--- config.mk ---
export PLATFORM = sky130hd
export DESIGN_NAME = pmon_top
export DESIGN_NICKNAME = d
export VERILOG_FILES = /design/src/rtl/pmon_pkg.sv /design/src/rtl/pmon_slice.sv /design/src/rtl/pmon_glb.sv /design/src/rtl/pmon_top.sv
export SDC_FILE = /design/constraint.sdc
export NUM_CORES = 1
export LEC_CHECK = 0
export BUFFER_PORTS_ARGS = -buffer_cell sky130_fd_sc_hd__buf_2
export CAP_MARGIN = 40
export CORE_ASPECT_RATIO = 1.4
export CORE_UTILIZATION = 35
export DETAILED_ROUTE_END_ITERATION = 10
export PLACE_DENSITY = 0.6
export SLEW_MARGIN = 0
export SYNTH_ARGS = -nofsm -noshare
export SYNTH_HDL_FRONTEND = slang
export SYNTH_SLANG_ARGS = --single-unit
--- constraint.sdc ---
create_clock -name clk -period 9.2 [get_ports clk]
set_clock_uncertainty 0.1 [all_clocks]
set_input_delay 1.38 -clock clk [delete_from_list [all_inputs] [get_ports clk]]
set_output_delay 1.38 -clock clk [all_outputs]
set_load 0.03 [all_outputs]
--- src/rtl/pmon_pkg.sv ---
package pmon_pkg;
  localparam int NUM_CTR = 4;
  localparam int CNT_W   = 32;
  localparam int NUM_EVT = 128;
  localparam int SEL_W   = $clog2(NUM_EVT);

  // field positions the behaviour depends on
  localparam int A_HOLD    = 31;
  localparam int A_HOLDSUP = 30;
  localparam int A_HOLDUSR = 29;
  localparam int A_HOLDM1  = 28;
  localparam int A_HOLDM0  = 27;
  localparam int A_CONDEN  = 26;
  localparam int A_SEL_LO  = 16;
  localparam int G_FRZ     = 31;
  localparam int G_IEN     = 30;
  localparam int G_FOC     = 29;

  localparam logic [31:0] A_MASK = 32'hFC7F_0000;
  localparam logic [31:0] B_MASK = 32'h0000_073F;
  localparam logic [31:0] G_MASK = 32'hE000_0000;

  typedef enum logic [1:0] {RC_CNT = 2'd0, RC_CTLA = 2'd1, RC_CTLB = 2'd2, RC_GLB = 2'd3} regclass_e;

  typedef struct packed {
    logic      hit;
    logic      sup;
    regclass_e cls;
    logic [1:0] idx;
  } regsel_t;

  // register number decode: class in [8:7], supervisor copy flag in [4], index in [1:0]
  function automatic regsel_t f_decode(input logic [9:0] n);
    regsel_t s;
    s.cls = regclass_e'(n[8:7]);
    s.sup = n[4];
    s.idx = n[1:0];
    s.hit = !n[9] && (n[6:5] == 2'b00) && (n[3:2] == 2'b00) &&
            ((n[8:7] != 2'd3) || (n[1:0] == 2'b00));
    return s;
  endfunction

  // hold bits are A[31:27]; returns 1 when the local conditions let the counter run
  function automatic logic f_runs(input logic [4:0] hold, input logic sup, input logic mk);
    return !(hold[4] || (sup && hold[3]) || (!sup && hold[2]) ||
             (mk && hold[1]) || (!mk && hold[0]));
  endfunction
endpackage

--- src/rtl/pmon_slice.sv ---
module pmon_slice
  import pmon_pkg::*;
#(
  parameter int CW   = CNT_W,
  parameter int NEVT = NUM_EVT
) (
  input  logic            clk,
  input  logic            rst_n,
  input  logic            wr_cnt,
  input  logic            wr_ctla,
  input  logic            wr_ctlb,
  input  logic [31:0]     wdata,
  input  logic [NEVT-1:0] evt,
  input  logic            sup,
  input  logic            mk,
  input  logic            stop_all,
  output logic [CW-1:0]   cnt_q,
  output logic [31:0]     ctla_q,
  output logic [31:0]     ctlb_q,
  output logic            cond_o
);
  localparam int SW = $clog2(NEVT);

  logic [SW-1:0] sel;
  logic          step;

  assign sel    = ctla_q[A_SEL_LO +: SW];
  assign step   = evt[sel] && !stop_all && f_runs(ctla_q[A_HOLD:A_HOLDM0], sup, mk);
  assign cond_o = ctla_q[A_CONDEN] && cnt_q[CW-1];

  always_ff @(posedge clk or negedge rst_n) begin
    if (!rst_n) begin
      cnt_q  <= '0;
      ctla_q <= '0;
      ctlb_q <= '0;
    end else begin
      if (wr_cnt)       cnt_q <= wdata[CW-1:0];
      else if (step)    cnt_q <= cnt_q + 1'b1;
      if (wr_ctla)      ctla_q <= wdata & A_MASK;
      if (wr_ctlb)      ctlb_q <= wdata & B_MASK;
    end
  end
endmodule

--- src/rtl/pmon_glb.sv ---
module pmon_glb
  import pmon_pkg::*;
(
  input  logic        clk,
  input  logic        rst_n,
  input  logic        wr,
  input  logic [31:0] wdata,
  input  logic        any_cond,
  output logic [31:0] gctl_q,
  output logic        stop_all,
  output logic        irq
);
  logic trip;

  assign trip     = any_cond && gctl_q[G_FOC];
  assign stop_all = gctl_q[G_FRZ] || trip;
  assign irq      = gctl_q[G_IEN] && any_cond;

  always_ff @(posedge clk or negedge rst_n) begin
    if (!rst_n)    gctl_q <= '0;
    else if (wr)   gctl_q <= wdata & G_MASK;
    else if (trip) gctl_q[G_FRZ] <= 1'b1;
  end
endmodule

--- src/rtl/pmon_top.sv ---
module pmon_top
  import pmon_pkg::*;
#(
  parameter int N_CTR = NUM_CTR,
  parameter int CW    = CNT_W,
  parameter int NEVT  = NUM_EVT
) (
  input  logic            clk,
  input  logic            rst_n,
  input  logic [9:0]      reg_num,
  input  logic            reg_wr,
  input  logic [31:0]     reg_wdata,
  output logic [31:0]     reg_rdata,
  input  logic [NEVT-1:0] evt_in,
  input  logic            priv_sup,
  input  logic            mark,
  output logic            irq
);
  regsel_t                     rs;
  logic                        wr_ok;
  logic [N_CTR-1:0]            wr_cnt, wr_ctla, wr_ctlb;
  logic                        wr_glb;
  logic [N_CTR-1:0][CW-1:0]    cnt;
  logic [N_CTR-1:0][31:0]      ctla, ctlb;
  logic [N_CTR-1:0]            cond_vec;
  logic [31:0]                 gctl;
  logic                        stop_all;

  assign rs     = f_decode(reg_num);
  assign wr_ok  = reg_wr && priv_sup && rs.hit && rs.sup;
  assign wr_glb = wr_ok && (rs.cls == RC_GLB);

  for (genvar i = 0; i < N_CTR; i++) begin : g_slice
    assign wr_cnt[i]  = wr_ok && (rs.cls == RC_CNT)  && (rs.idx == i[1:0]);
    assign wr_ctla[i] = wr_ok && (rs.cls == RC_CTLA) && (rs.idx == i[1:0]);
    assign wr_ctlb[i] = wr_ok && (rs.cls == RC_CTLB) && (rs.idx == i[1:0]);

    pmon_slice #(.CW(CW), .NEVT(NEVT)) u_slice (
      .clk(clk), .rst_n(rst_n),
      .wr_cnt(wr_cnt[i]), .wr_ctla(wr_ctla[i]), .wr_ctlb(wr_ctlb[i]),
      .wdata(reg_wdata), .evt(evt_in), .sup(priv_sup), .mk(mark),
      .stop_all(stop_all),
      .cnt_q(cnt[i]), .ctla_q(ctla[i]), .ctlb_q(ctlb[i]), .cond_o(cond_vec[i])
    );
  end

  pmon_glb u_glb (
    .clk(clk), .rst_n(rst_n), .wr(wr_glb), .wdata(reg_wdata),
    .any_cond(|cond_vec), .gctl_q(gctl), .stop_all(stop_all), .irq(irq)
  );

  always_comb begin
    reg_rdata = '0;
    if (rs.hit && (int'(rs.idx) < N_CTR || rs.cls == RC_GLB)) begin
      unique case (rs.cls)
        RC_CNT:  reg_rdata = 32'(cnt[rs.idx]);
        RC_CTLA: reg_rdata = ctla[rs.idx];
        RC_CTLB: reg_rdata = ctlb[rs.idx];
        RC_GLB:  reg_rdata = gctl;
      endcase
    end
  end
endmodule

======== After elaboration in Yosys (flattened, before gate mapping) ========
Cells that the tools add are included.
word-level totals
  flip-flop bits (word level) ............. 219
  input port bits ......................... 175
  word-level logic and storage cells ...... 144
  output and inout bits ................... 33
cells by class
  add/subtract/negate cells ............... 4
  reductions and logical operators ........ 88
  $lt $le $gt $ge ......................... 5
  equal/unequal tests ..................... 7
  mux-type cells .......................... 26
operators with widths
  cell                                                        count
  2-to-1 mux 32 bit                                           12
  binary-select mux 32 bit (select 2 bit)                     3
  adder 32 x 1 -> 32 bit, second input constant               4
  one-hot mux 32 bit (4 select lines)                         1
  logical AND 1 bit                                           52
  less-than comparator 7 x 8 -> 1 bit, second input constant  4
  binary-select mux 1 bit (select 7 bit)                      4
  logical OR 1 bit                                            18
  nonzero test 2 bit                                          5
  == test 2 bit, second input constant                        4
  zero test 1 bit                                             8
  zero test 2 bit                                             4
  2-to-1 mux 1 bit                                            6
  == test 2 x 1 -> 1 bit, second input constant               2
  OR reduction 4 bit                                          1
  less-than comparator 2 x 3 -> 1 bit, second input constant  1
  != test 2 bit, second input constant                        1

======== Depth between registers and ports, before layout ========
Gate-level depths: netlist (run 1).
  depth after elaboration ................. 9
  mapped depth ............................ 14
  mapped depth without buffers ............ 9

======== By module ========
A second synthesis (run 1) with hierarchy kept.
second synthesis, totals
  cells, all modules ...................... 2254
  area total of the unflattened synthesis .. 21464.3 µm²
by module, submodules not included
  module                                sequential area each (µm²)  area each (µm²)  cells each  times used
  pmon_slice at g_slice[0].u_slice ...  1351.3                      4342.9           426         3
  pmon_slice at g_slice[3].u_slice      1351.3                      4337.9           445         1
  pmon_top                              0.0                         3752.3           493         1
  pmon_glb                              75.1                        345.3            38          1

======== Least setup slack after synthesis (run 1) ========
No wires, ideal clock.
  path type ............................... input -> output
  start point ............................. input reg_num[0]
  end point ............................... output reg_rdata[17]
  cell stages on the path ................. 6
  arrival time ............................ 3.577 ns
  data required time ...................... 7.720 ns
  slack ................................... 4.143 ns
  path buffers ............................ 3
  cell sequence ........................... clkbuf_1 > clkbuf_1 > buf_1 > mux4_2 > nand2_1 > a21oi_1
between the ends
  cells in the longest elaborated chain, start to end .. 4
  elaborated cells between the ends (all ways) .. 11
  classes of those cells .................. mux: 8; reduce/logical: 3
RTL lines
  what                                                                             line                            RTL
  start, declared                                                                  pmon_top.sv:10                  input logic [9:0] reg_num,
  binary-select mux 32 bit (select 2 bit), or another cell as far along            pmon_top.sv:58                  RC_CTLB: reg_rdata = ctlb[rs.idx];
  2-to-1 mux 32 bit (not written as such), or another cell as far along            pmon_top.sv:58
  one-hot mux 32 bit (4 select lines) / logical AND 1 bit (equally long branches)  pmon_top.sv:55, pmon_pkg.sv:38
  2-to-1 mux 32 bit *                                                              pmon_top.sv:54                  if (rs.hit && (int'(rs.idx) < N_CTR || rs.cls == RC_GLB)) begin
  end, declared                                                                    pmon_top.sv:13                  output logic [31:0] reg_rdata,
Every way passes the cells marked *; elsewhere a longest branch is shown, timed or not. The select of a mux whose other input is x is not followed.

======== Worst setup path after layout (run 1) ========
  start point ............................. input reg_num[0]
  end point ............................... output reg_rdata[30]
The elaborated chain is that of the path after synthesis.

==> metrics, run 1 <==
outcome finished clean; CP peak stage delay between 0.6 and 0.7 ns; die area 0.0506 mm2; most common cell after layout, fill and taps aside dfrtp_1; CTS Hold Buffers Added 0; Hold WC Path Type reg2reg; CP Capture Point reg_rdata[30]; IO Pins 208; Synthesized Nets between 1500 and 2000; Max Slew Vio Count 0; CP Capture Type output pin; total detailed-routing wirelength slightly above 60000 um; asr flop ratio synth 100%; Core Rows between 90 and 100; Reg2Reg Depth 9; placed instance area approximately 0.019 mm2; VDD IR max roughly 0.12 mV; GRT met2 Usage around 41%; final instance area a little under 0.02 mm2; post-synth cell types ~70; GRT Resource Usage Total between 20% and 30%; Fillers roughly 4800; unrepaired setup endpoints after global routing false; fin crit period between 5 and 6 ns; post-cts sizing count 0; crit-path cells buf_4, buf_4, mux4_2, nand2_1, a21oi_1, a31oi_1, nor2_1, buf_2; first-pass GRT wire length between 90000 and 100000 um; Warnings, synthesis 0; final setup vio count 0; # Post-CTS Setup Buffers 0; core area a little under 0.05 mm2; H-Tree Depth 1; Tcrit/Tclk final roughly 56%; GPL Wtd Cong around 0.94; post-synthesis average cell area ~11 um2; routing usage on met3 under 10%; RR Startpoint g_slice[2].u_slice.ctla_q[17]; DR pass1 iterations 5; post-DR wirelength/cell 25.2 um; post-detail-place hpwl 45700 um; number of global-route vias before repair 15000; # DRC 0; CP Class in2out; Clock Latency Late Sink 0.55 ns; Area growth syn-to-layout 14.0%; initial antenna violation count 8; die extent in x ~190 um; Slew HR a little under two fifths; CP max FO 34; GR Util met1 a little under a third; Vias about 15000; CP most frequent cell buf_4; pwr/cell area 117 mW/mm2; Initial Util a little over a third; IO Port Bufs around 210; Final #Nets between 1500 and 2000; Worst Tran Pin Value 0.941 ns; FF+latch area approximately 0.0055 mm2; Post-synth EDFFs 0; gr ovfl total 0; register area share after synthesis about a third; Die Y-Extent 266 um; slowest stage cell on the critical path buf_4; minimum hold slack a little over 0.4 ns; Main synth FF type dfrtp_1; most used routing layer met2; CP startpoint kind primary input; CP bufs+invs 3; root buf cell clkbuf_16; Stages on worst setup path 8; Final ANT Viol Nets 0; CTS Sinks 219; DRT iter0 DRCs around 1600; Crit path required time around 7.7 ns; commonest non-fill, non-tap cells in the layout 215 x dfrtp_1, 208 x nand2_1, 205 x buf_2; post-synthesis register bit count 219; clock buffer count from CTS 27; register-to-register setup slack around 4.7 ns; setup TNS 0 ns; layout cells sized above 1 32.0%; Mapped Cells around 1600; Largest delay share family, worst path buffers and inverters; FF-to-FF End g_slice[2].u_slice.cnt_q[18]; Worst EP arrival about 3.7 ns; max_cap viols 0; crit path from reg_num[0]; TritonCTS clock tree built; Hold Fails Final Rpt 0; area occupied by multi-input gates around 0.011 mm2; Clock Path Buffers 3; Clock transition at path regs around 0.060 ns; Max Fclk between 0.15 and 0.2 GHz; Post-Syn Area 0.0174 mm2; LEAKAGE around 0.0075 uW; largest net degree at the start of global routing roughly 110; via/cell ratio roughly 6.2
==> cell type report <==
class,instances,share of cell area (%)
clock buffers,42,4.20
flip-flops and latches,219,27.7
multi-input cells,1281,56.5
inverters,28,0.531
well taps,637,4.02
diodes,4,0.0505
clock inverters,7,0.208
repair buffers,240,6.85
==> synthesized netlist by cell type (all sizes together), types with 17 or more instances <==
library cell	instances	share of area [%]
a2111oi	21	1.5
a211oi	17	0.73
a21oi	34	1.0
a31oi	30	1.2
and3	24	0.86
buf	56	2.3
clkbuf	65	1.4
dfrtp	219	32
inv	28	0.60
mux2	91	5.9
mux2i	76	4.4
mux4	173	22
nand2	208	4.5
nand3	64	1.9
nand4	32	1.2
nor2	90	1.9
nor2b	32	1.2
nor3	28	0.86
o21ai	110	3.2
or3	26	0.94
xnor2	72	3.6
xor2	17	0.86
==> sequential cells by signal (all words and copies together) (netlist names) <==
register,flops
g_slice.u_slice.ctla_q,52
g_slice.u_slice.cnt_q,128
g_slice.u_slice.ctlb_q,36
u_glb.gctl_q,3
==> kinds of logic (layout without fill, tap and decap cells) <==
logic type               after synthesis  count (layout)  share of synthesized area [%]
AO/OA/AOI/OAI                        261             261                           9.96
XOR/XNOR                              89              89                           4.49
adder cells (fa/ha/maj)                4               4                          0.288
buffers and inverters                149             317                           4.29
flip-flops                           219             219                           31.5
multiplexers                         340             340                           32.7
other                                  0               4                              0
AND/OR/NAND/NOR                      587             587                           16.8
==> how the worst min path moves through the flow <==
stage	from	to	depth (start not counted)
after floorplan	g_slice[1].u_slice.ctla_q[31]	g_slice[1].u_slice.ctla_q[31]	2
after global placement	g_slice[1].u_slice.ctlb_q[5]	g_slice[1].u_slice.ctlb_q[5]	1
after detailed placement	g_slice[2].u_slice.ctlb_q[0]	g_slice[2].u_slice.ctlb_q[0]	1
after CTS	g_slice[2].u_slice.ctlb_q[0]	g_slice[2].u_slice.ctlb_q[0]	1
after global routing	g_slice[2].u_slice.ctlb_q[0]	g_slice[2].u_slice.ctlb_q[0]	1
final	g_slice[2].u_slice.ctlb_q[0]	g_slice[2].u_slice.ctlb_q[0]	1
==> routing by layer <==
layer	routed length, um	share of wire [%]
met4	2590	4.2
met1	23200	37
met2	31100	50
met5	44	0.071
met3	5050	8.1
==> stage by stage <==
stage	power [uW]	util, %	worst slack (ns)	instances
2_1_floorplan	1150	-	4.14	1649
3_3_place_gp	1280	38.4	3.96	2398
3_5_place_dp	1290	38.6	3.93	2405
4_1_cts	2340	40.4	3.94	2454
5_1_grt	2390	40.4	3.77	2458
6_report	2320	40.4	4.03	2458
==> report_power, final <==
part / total, uW / internal, uW / switching [uW]
logic: 272 / 119 / 153
registers: 1000 / 979 / 22.9
clock network: 1050 / 617 / 430
total: 2320 / 1720 / 606
Note: power is estimated with default switching activity, not from simulation.
==> run 2: changes to the inputs <==
clock period = 4.8 ns   (was 9.2 ns; I/O delays follow)
==> run 2 against run 1 <==
Compared with the run above: critical path depth up 1; via count up 0.45%; combinational power up 99%; sequential cell count unchanged; total power up 92%; core utilization up 0.15 points; clock power up 90%; global-route usage up 0.59 points; final cell count up 0.33%; sequential power up 92%; non-clock buffer count up 14.
==> metrics, run 2 (synthesis gave the netlist of run 1 again) <==
outcome finished clean; DR pass1 iterations 5 (unchanged); CP Class reg2reg; IO Port Bufs 207 (unchanged); CP bufs+invs 1 (-2); H-Tree Depth 1 (unchanged); Largest delay share family, worst path compound AO/OA/AOI/OAI gates; post-detail-place hpwl 47500 um (+3.8%); Max Fclk 0.240 GHz; CP Capture Type flip-flop; post-DR wirelength/cell 25.7 um (+2.0%); CTS Hold Buffers Added 0 (unchanged); GRT Resource Usage Total 24.9% (+0.59 points); max_cap viols 0 (unchanged); Worst EP arrival 4.53 ns (+0.84 ns); Core Rows 96 (unchanged); Crit path required time 5.17 ns (-2.55 ns); Initial Util 35.5% (unchanged); first-pass GRT wire length 96000 um (+1.9%); Final #Nets 1988 (+0.61%); # DRC 0 (unchanged); total detailed-routing wirelength 63400 um (+2.3%); Final ANT Viol Nets 0 (unchanged); Die Y-Extent 266 um (unchanged); sw power 1160 uW (+92%); core area 0.0490 mm2 (unchanged); max reg flops 128 (unchanged); sequential share of power 43.1% (about the same); utilization after layout 40.6% (+0.15 points); Vias 15300 (+0.45%); die area 0.0506 mm2 (unchanged); VDD IR max 0.259 mV (+120%); total power draw 4450 uW (+92%); IO Pins 208 (unchanged); CP peak stage delay 0.73 ns (+0.10 ns); slowest stage cell on the critical path dfrtp_1; die extent in x 190 um (unchanged); GPL Wtd Cong 0.959 (+1.6%); LEAKAGE 0.00756 uW (+0.62%); pre-CTS setup slack 0.705 ns (-3.23 ns); unrepaired setup endpoints after global routing false; final worst slack 0.639 ns (-3.39 ns); Fillers 4796 (+0.40%); fin crit period approximately 4.2 ns; gr ovfl total 0 (unchanged); Tcrit/Tclk final between 80% and 90%; CP startpoint kind flip-flop; Top reg by flops g_slice.u_slice.cnt_q; Slew HR 40.9% (+3.8 points); final setup vio count 0 (unchanged); Hold Fails Final Rpt 0 (unchanged); Max Slew Vio Count 0 (unchanged); crit-path cells mux4_2, mux2i_1, a2111oi_0, buf_4, a22oi_1, a311oi_1, nand4_1, or4_1, a31oi_1; initial antenna violation count 5 (-3); setup TNS 0 ns (unchanged); pwr/cell area 224 mW/mm2 (+91%); Pint 3290 uW (+92%); Clk pwr share 44.8% (-0.3 points); most common cell after layout, fill and taps aside dfrtp_1; via/cell ratio 6.20 (+0.12%); clock buffer count from CTS 25 (-7.4%); TritonCTS clock tree built; Gate power share 12.1% (+0.4 points); final instance area 0.0199 mm2 (+0.38%); CP max FO 12 (-65%); # Post-CTS Setup Buffers 0 (unchanged); root buf cell clkbuf_16; Regs by FF count g_slice.u_slice.cnt_q x128, g_slice.u_slice.ctla_q x52, g_slice.u_slice.ctlb_q x36; CTS Sinks 219 (unchanged); DRT iter0 DRCs 1355 (-13%); Hold WC Path Type in2async; layout cells sized above 1 32.6% (+0.54 points); placed instance area 0.0190 mm2 (+0.54%); number of global-route vias before repair 15300 (+2.1%); Clock transition at path regs 0.07 ns (about the same); post-cts sizing count 0 (unchanged); Worst Tran Pin Value 0.880 ns (-0.0617 ns); Clock Latency Late Sink 0.54 ns (about the same); commonest non-fill, non-tap cells in the layout 215 x dfrtp_1, 208 x nand2_1, 205 x buf_2; Net Sw Frac 26.1% (about the same); Clock Path Buffers 3 (unchanged); Area growth syn-to-layout 14.4%; largest net degree at the start of global routing 105 (unchanged)
run 2: layout make-up:
type,instances,area [um2],area share (%)
antenna,2,5.00,0.0252
clock buffer,35,743,3.74
clock inverter,10,108,0.541
inverter,28,105,0.529
multi-input combinational,1281,11200,56.2
sequential,219,5490,27.6
tap,637,797,4.01
timing repair buffer,254,1460,7.34
run 2: routing by layer:
metal | global-route usage, % | wire length (um)
met3 | 4.70 | 5040
met5 | 0 | 32
met2 | 42.9 | 31200
met1 | 29.3 | 23400
met4 | 13.1 | 3710
run 2: worst paths after layout:
| kind | slack [ns] | from | end | depth (start not counted) |
|---|---|---|---|---|
| min in group clk | 0.35 | reg_wdata[15] | g_slice[3].u_slice.cnt_q[15] | 3 |
| worst max register to register | 0.64 | g_slice[2].u_slice.ctla_q[17] | g_slice[2].u_slice.cnt_q[20] | 9 |
| worst max-delay path | 0.64 | g_slice[2].u_slice.ctla_q[17] | g_slice[2].u_slice.cnt_q[20] | 9 |
| worst min-delay path | 0.1 | rst_n | g_slice[1].u_slice.cnt_q[9] | 1 |
| max in group asynchronous | 3.44 | rst_n | g_slice[0].u_slice.ctla_q[16] | 2 |
| worst min register to register | 0.40 | g_slice[2].u_slice.ctlb_q[4] | g_slice[2].u_slice.ctlb_q[4] | 1 |
run 2: power groups by stage:
| stage | registers [uW] | logic, uW | clock network (uW) |
|---|---|---|---|
| final | 1920 | 540 | 1990 |
| after global placement | 1950 | 523 | 0 |
| after floorplan | 1930 | 262 | 0 |
| after CTS | 1920 | 535 | 2030 |
| after global routing | 1920 | 575 | 2100 |
| after detailed placement | 1950 | 532 | 0 |
run 2: metrics by stage:
stage          hold slack, ns  std cells
5_1_grt                 0.153       2466
6_report               0.0956       2466
3_5_place_dp            0.391       2419
4_1_cts                 0.114       2464
3_3_place_gp            0.384       2418
2_1_floorplan           0.324       1649
